--- src/rtl/ccd_seq_pkg.sv ---
package ccd_seq_pkg;

    typedef enum logic [1:0] {
        MODE_ILACE = 2'd0,
        MODE_PROG1 = 2'd1,
        MODE_PROG2 = 2'd2,
        MODE_LSUM  = 2'd3
    } rd_mode_e;

    typedef enum logic [2:0] {
        PH_CLEAR = 3'd0,
        PH_INTEG = 3'd1,
        PH_SUM   = 3'd2,
        PH_XFER  = 3'd3,
        PH_READ  = 3'd4
    } seq_phase_e;

    function automatic logic is_prog(rd_mode_e m);
        return (m == MODE_PROG1) || (m == MODE_PROG2);
    endfunction

    // Shift length into storage: interleaved modes add one pulse in field 2.
    function automatic int unsigned xfer_count(rd_mode_e m, logic fld, int unsigned base);
        if (is_prog(m))
            return base;
        return base + (fld ? 1 : 0);
    endfunction

    function automatic int unsigned read_count(rd_mode_e m, int unsigned base);
        if (m == MODE_PROG1)
            return base;
        return base / 2;
    endfunction

    function automatic logic next_field(rd_mode_e done_m, rd_mode_e new_m, logic fld);
        if (is_prog(done_m) || is_prog(new_m))
            return 1'b0;
        return ~fld;
    endfunction

endpackage

--- src/rtl/ccd_gate_pulser.sv ---
module ccd_gate_pulser #(
    parameter int HALF = 1,
    parameter int CW   = 10
) (
    input  logic          clk,
    input  logic          rst,
    input  logic          start,
    input  logic [CW-1:0] n_pulses,
    output logic          gate_hi,
    output logic          last
);
    localparam int SW = $clog2(2 * HALF + 1);
    localparam logic [SW-1:0] SUB_END = SW'(2 * HALF - 1);
    localparam logic [SW-1:0] SUB_HI  = SW'(HALF);

    logic          active;
    logic [SW-1:0] sub;
    logic [CW-1:0] pcnt;
    logic [CW-1:0] ntot;
    logic          sub_end;

    assign sub_end = (sub == SUB_END);
    assign last    = active && sub_end && (pcnt == ntot - CW'(1));
    assign gate_hi = active && (sub < SUB_HI);

    always_ff @(posedge clk) begin
        if (rst) begin
            active <= 1'b0;
            sub    <= '0;
            pcnt   <= '0;
            ntot   <= '0;
        end else if (start) begin
            active <= 1'b1;
            sub    <= '0;
            pcnt   <= '0;
            ntot   <= n_pulses;
        end else if (last) begin
            active <= 1'b0;
        end else if (active) begin
            if (sub_end) begin
                sub  <= '0;
                pcnt <= pcnt + CW'(1);
            end else begin
                sub <= sub + SW'(1);
            end
        end
    end
endmodule

--- src/rtl/ccd_line_reader.sv ---
module ccd_line_reader #(
    parameter int CW = 10
) (
    input  logic          clk,
    input  logic          rst,
    input  logic          start,
    input  logic [CW-1:0] n_lines,
    input  logic          line_done,
    output logic          line_req,
    output logic          last
);
    logic          active;
    logic          waiting;
    logic [CW-1:0] cnt;
    logic [CW-1:0] ntot;
    logic          got_done;

    assign line_req = active && !waiting;
    assign got_done = active && waiting && line_done;
    assign last     = got_done && (cnt == ntot - CW'(1));

    always_ff @(posedge clk) begin
        if (rst) begin
            active  <= 1'b0;
            waiting <= 1'b0;
            cnt     <= '0;
            ntot    <= '0;
        end else if (start) begin
            active  <= 1'b1;
            waiting <= 1'b0;
            cnt     <= '0;
            ntot    <= n_lines;
        end else if (line_req) begin
            waiting <= 1'b1;
        end else if (got_done) begin
            waiting <= 1'b0;
            if (last)
                active <= 1'b0;
            else
                cnt <= cnt + CW'(1);
        end
    end
endmodule

--- src/rtl/ccd_frame_seq.sv ---
module ccd_frame_seq
    import ccd_seq_pkg::*;
#(
    parameter int CLK_MHZ    = 50,
    parameter int EXPO_W     = 22,
    parameter int LINES_BASE = 500
) (
    input  logic              clk,
    input  logic              rst,
    input  logic [1:0]        mode_req,
    input  logic              mode_req_vld,
    input  logic [EXPO_W-1:0] expo_cyc,
    input  logic              line_done,
    output logic              drain_clear,
    output logic              drain_rev,
    output logic              img_gate_a,
    output logic              img_gate_b,
    output logic              stor_gate,
    output logic              line_req,
    output logic              line_pair,
    output logic              field_odd,
    output logic [1:0]        mode_cur,
    output logic              expo_clamped
);
    localparam int CLEAR_CYC = CLK_MHZ;
    localparam int GATE_HALF = (CLK_MHZ + 24) / 25;
    localparam int CW        = $clog2(LINES_BASE + 2);
    localparam logic [EXPO_W-1:0] CLEAR_LIM = EXPO_W'(CLEAR_CYC);

    seq_phase_e        ph;
    logic [EXPO_W-1:0] tcnt;
    logic [EXPO_W-1:0] elen;
    rd_mode_e          mode_q;
    rd_mode_e          pend_q;
    logic              pend_vld;
    logic              fld;
    logic              clamped;

    logic              clr_end, int_end, frame_end;
    logic              pls_start, pls_hi, pls_last;
    logic              rd_start, rd_last;
    logic [CW-1:0]     pls_n, rd_n;
    rd_mode_e          mode_next;
    logic              short_expo;

    assign clr_end    = (ph == PH_CLEAR) && (tcnt == CLEAR_LIM - EXPO_W'(1));
    assign int_end    = (ph == PH_INTEG) && (tcnt == elen - EXPO_W'(1));
    assign pls_start  = int_end || ((ph == PH_SUM) && pls_last);
    assign pls_n      = ((ph == PH_INTEG) && (mode_q == MODE_LSUM))
                        ? CW'(1) : CW'(xfer_count(mode_q, fld, LINES_BASE));
    assign rd_start   = (ph == PH_XFER) && pls_last;
    assign rd_n       = CW'(read_count(mode_q, LINES_BASE));
    assign frame_end  = (ph == PH_READ) && rd_last;
    assign mode_next  = mode_req_vld ? rd_mode_e'(mode_req)
                      : (pend_vld ? pend_q : mode_q);
    assign short_expo = (expo_cyc < CLEAR_LIM);

    ccd_gate_pulser #(.HALF(GATE_HALF), .CW(CW)) u_pulse (
        .clk      (clk),
        .rst      (rst),
        .start    (pls_start),
        .n_pulses (pls_n),
        .gate_hi  (pls_hi),
        .last     (pls_last)
    );

    ccd_line_reader #(.CW(CW)) u_read (
        .clk       (clk),
        .rst       (rst),
        .start     (rd_start),
        .n_lines   (rd_n),
        .line_done (line_done),
        .line_req  (line_req),
        .last      (rd_last)
    );

    always_ff @(posedge clk) begin
        if (rst) begin
            ph       <= PH_CLEAR;
            tcnt     <= '0;
            elen     <= CLEAR_LIM;
            mode_q   <= MODE_ILACE;
            pend_q   <= MODE_ILACE;
            pend_vld <= 1'b0;
            fld      <= 1'b0;
            clamped  <= 1'b0;
        end else begin
            if (mode_req_vld) begin
                pend_q   <= rd_mode_e'(mode_req);
                pend_vld <= 1'b1;
            end
            case (ph)
                PH_CLEAR: begin
                    if (clr_end) begin
                        ph   <= PH_INTEG;
                        tcnt <= '0;
                        elen <= short_expo ? CLEAR_LIM : expo_cyc;
                        if (short_expo)
                            clamped <= 1'b1;
                    end else begin
                        tcnt <= tcnt + EXPO_W'(1);
                    end
                end
                PH_INTEG: begin
                    if (int_end) begin
                        ph   <= (mode_q == MODE_LSUM) ? PH_SUM : PH_XFER;
                        tcnt <= '0;
                    end else begin
                        tcnt <= tcnt + EXPO_W'(1);
                    end
                end
                PH_SUM:  if (pls_last) ph <= PH_XFER;
                PH_XFER: if (pls_last) ph <= PH_READ;
                PH_READ: begin
                    if (frame_end) begin
                        ph       <= PH_CLEAR;
                        mode_q   <= mode_next;
                        pend_vld <= 1'b0;
                        fld      <= next_field(mode_q, mode_next, fld);
                    end
                end
                default: ph <= PH_CLEAR;
            endcase
        end
    end

    assign drain_clear  = (ph == PH_CLEAR);
    assign drain_rev    = (ph == PH_XFER);
    assign img_gate_a   = pls_hi && ((ph == PH_XFER) || ((ph == PH_SUM) && !fld));
    assign img_gate_b   = pls_hi && ((ph == PH_XFER) || ((ph == PH_SUM) && fld));
    assign stor_gate    = pls_hi && (ph == PH_XFER);
    assign line_pair    = line_req && (mode_q == MODE_PROG2);
    assign field_odd    = fld;
    assign mode_cur     = mode_q;
    assign expo_clamped = clamped;
endmodule

--- config.mk ---
export PLATFORM = sky130hd
export DESIGN_NAME = ccd_frame_seq
export DESIGN_NICKNAME = d
export VERILOG_FILES = /design/src/rtl/ccd_seq_pkg.sv /design/src/rtl/ccd_gate_pulser.sv /design/src/rtl/ccd_line_reader.sv /design/src/rtl/ccd_frame_seq.sv
export SDC_FILE = /design/constraint.sdc
export NUM_CORES = 1
export LEC_CHECK = 0
export BUFFER_PORTS_ARGS = -buffer_cell sky130_fd_sc_hd__buf_4
export CAP_MARGIN = 5
export CORE_ASPECT_RATIO = 1.75
export CORE_UTILIZATION = 60
export CTS_BUF_LIST = sky130_fd_sc_hd__clkbuf_4 sky130_fd_sc_hd__clkbuf_8
export DETAILED_ROUTE_END_ITERATION = 10
export PLACE_DENSITY = 0.82
export SYNTH_ARGS = -nofsm -noshare
export SYNTH_HDL_FRONTEND = slang
export SYNTH_SLANG_ARGS = --single-unit
--- constraint.sdc ---
create_clock -name clk -period 5.58 [get_ports clk]
set_clock_uncertainty 0.15 [all_clocks]
set_input_delay 0.279 -clock clk [delete_from_list [all_inputs] [get_ports clk]]
set_output_delay 0.279 -clock clk [all_outputs]
set_load 0.005 [all_outputs]
==> impl_metrics.json <==
{
  "outcome": "complete, but fails checks",
  "failed_checks": "design-rule violations",
  "max-vdd-ir-drop_mv": 0.172,
  "avgViaCountPerCell": 6.13,
  "wire_per_inst_um": 15.5,
  "min_period_over_period_pct": 75.8,
  "startpoint": "elen[0]",
  "clk_transition_reported_paths_ns": 0.08,
  "place_hpwl_um": 8440,
  "p_sw_mw": 0.242,
  "whs_ns": 0.0207,
  "num_io_pins": 39,
  "drive_above_1_share_pct": 11.6,
  "dr.pass1.iters": 8,
  "die_y_um": 122,
  "drt_first_iter_violations": 306,
  "ys.flop_type": "dfxtp_1",
  "cp_max_fo": 33,
  "routed_wl_um": 11100,
  "num_antenna_cells": 0,
  "hp-start": "expo_cyc[9]",
  "relSlewSlack_pct": 26.0,
  "port_buffers": 38,
  "end_kind": "flop",
  "synth_edf_count": 0,
  "synthArstFlopShare_pct": 0,
  "drc": 6,
  "pwr-share-comb_pct": 4.4,
  "tritoncts": "yes",
  "yosys_warnings": 0,
  "postCtsSetupRepairBufs": 0,
  "ys_types": 63,
  "ant_nets": 0,
  "cp.required_ns": 5.69,
  "grt_max_degree": 48,
  "synth_seq_cells": 83,
  "clkSinkCount": 83,
  "multiInputGateArea_um2": 3080,
  "clockBufferDepth": 2,
  "gr-usage-all-layers_pct": 28.0,
  "grt_pass1_wl_um": 19300,
  "regArea_um2": 1660,
  "pwr-share-seq_pct": 57.2,
  "p_int_mw": 0.807,
  "p_clk_share_pct": 38.4,
  "clock.fmax_ghz": 0.236,
  "cts-root-buf": "clkbuf_8",
  "worstSetupPathType": "reg2reg",
  "r2r_start": "elen[0]",
  "dieWidth_um": 70.7,
  "cp_data_arrival_time_ns": 4.34,
  "setup_viol": 0,
  "grt_pass1_vias": 4294,
  "finalMaxSlewViolations": 0,
  "worstMarginPinSlew_ns": 1.11,
  "clk_latency_ns": 0.36,
  "grt.overflow.total": 0,
  "synthesis.nets": 647,
  "total_power_mw": 1.05,
  "p_leak_nw": 2.11,
  "fin_setup_tns_ns": 0,
  "syn_avg_cell_area_um2": 8.20,
  "cap_viol_max_count": 0,
  "cts_made_buffers": 9,
  "yosysSeqAreaShare_pct": 33.5,
  "h-tree-depth": 3,
  "initial_core_util_pct": 62.2,
  "antenna_found_initial": 0,
  "power_per_cell_area_nw_per_um2": 194,
  "syn-instance-count": 604,
  "stdcell_count": 719,
  "syn-cell-area_um2": 4950,
  "min_period_ns": 4.23,
  "post-place-cells": 703,
  "crit_path_start_kind": "flop",
  "dieArea_um2": 8640,
  "vias": 4404,
  "postCtsHoldBufs": 0,
  "n_fill_cell": 664,
  "final_hold_viol_count": 0,
  "gp_congestion": 0.851,
  "swShare_pct": 23.1,
  "syn_to_final_growth_pct": 9.02,
  "rsz0062_at_grt": "no",
  "cts_resized": 0,
  "core_um2": 7960,
  "nets": 667,
  "worst_hold_path_type": "in2reg",
  "num_rows": 43
}
## state kept, by name (all words and copies together), names as in the netlist
signal and flops:
elen 22, expo_clamped 1, field_odd 1, mode_cur 2
pend_q 2, pend_vld 1, ph 3, tcnt 22
u_pulse.active 1, u_pulse.ntot 2, u_pulse.pcnt 9, u_pulse.sub 3
u_read.active 1, u_read.cnt 9, u_read.ntot 3, u_read.waiting 1
## synth_stat cells (3+ instances only)
cell type,instances,area (um^2)
a21o_1,13,97.6
a21oi_1,26,130
a31oi_1,5,31.3
and3_1,15,93.8
buf_2,5,25.0
buf_6,3,33.8
clkbuf_1,19,71.3
dfxtp_1,83,1660
ha_1,15,188
inv_1,18,67.6
mux2i_1,26,260
nand2_1,41,154
nand2b_1,15,93.8
nand3_1,24,120
nand3b_1,6,45.0
nand4_1,12,75.1
nor2_1,74,278
nor2b_1,8,50.1
nor3_1,15,75.1
nor3b_1,12,90.1
nor4_1,16,100
o211ai_1,3,22.5
o21ai_0,32,160
o21ai_1,3,15.0
or2_2,5,31.3
or3_1,7,43.8
or4_1,8,60.1
xnor2_1,30,263
xor2_1,24,210
## per-stage QoR
stage                     cell area [um^2]  util (%)  worst slack [ns]
after floorplan                       4950         -              2.19
after global placement                5220      65.5              1.61
after detailed placement              5220      65.5              1.44
after CTS                             5400      67.8              1.38
after global routing                  5400      67.8              1.04
final                                 5400      67.8              1.35
## final timing paths
check | slack [ns] | cells after the start | endpoint
max | 1.35 | 10 | tcnt[11]
min | 0.02 | 3 | elen[9]
max reg2reg | 1.35 | 10 | tcnt[11]
min reg2reg | 0.33 | 2 | u_read.active
## final cells by class
class	instances	area share (%)
timing repair buffer	39	5.42
inverter	18	1.25
clock buffer	12	2.94
multi-input combinational	473	57.1
tap	90	2.08
clock inverter	4	0.463
sequential	83	30.8
## layout by cell type (no fill, tap or decap), drive strengths merged, types with 18 or more instances in the layout
master  synthesis  layout
a21oi          26      26
nor2           74      74
inv            18      18
nand3          24      24
o21ai          35      35
dfxtp          83      83
xor2           24      24
xnor2          30      30
buf            11      39
mux2i          26      26
nor4           19      19
nand2          41      41
## layer usage
metal	global-route usage (%)	wire length, um
met1	28.4	4150
met2	51.7	5960
met3	5.09	374
met4	18.5	653
met5	0	0
## kinds of logic after synthesis
logic type	synth area share, %
DFF	33.5
and+or+nand+nor	30.1
muxes	5.48
buffers and inverters	4.37
adders and majority gates	3.79
xor gates and xnor gates	9.55
AOI/OAI and AO/OA	13.2
## power groups by stage
stage / registers (mW) / logic, mW / clock network, mW
2_1_floorplan: 0.612 / 0.0275 / 0
3_3_place_gp: 0.614 / 0.0445 / 0
3_5_place_dp: 0.614 / 0.0461 / 0
4_1_cts: 0.600 / 0.0465 / 0.413
5_1_grt: 0.601 / 0.0511 / 0.437
6_report: 0.600 / 0.0461 / 0.403
## critical path: stages (launching register included)
cell,delay (ns)
dfxtp_1,0.37
inv_1,0.07
ha_1,0.31
or4b_1,0.55
nor3_1,0.30
nand3_1,0.14
xnor2_1,0.17
or4b_1,0.65
o31ai_4,0.96
o21ai_0,0.23
a21o_1,0.22
Power figures use the tool's default switching activity.
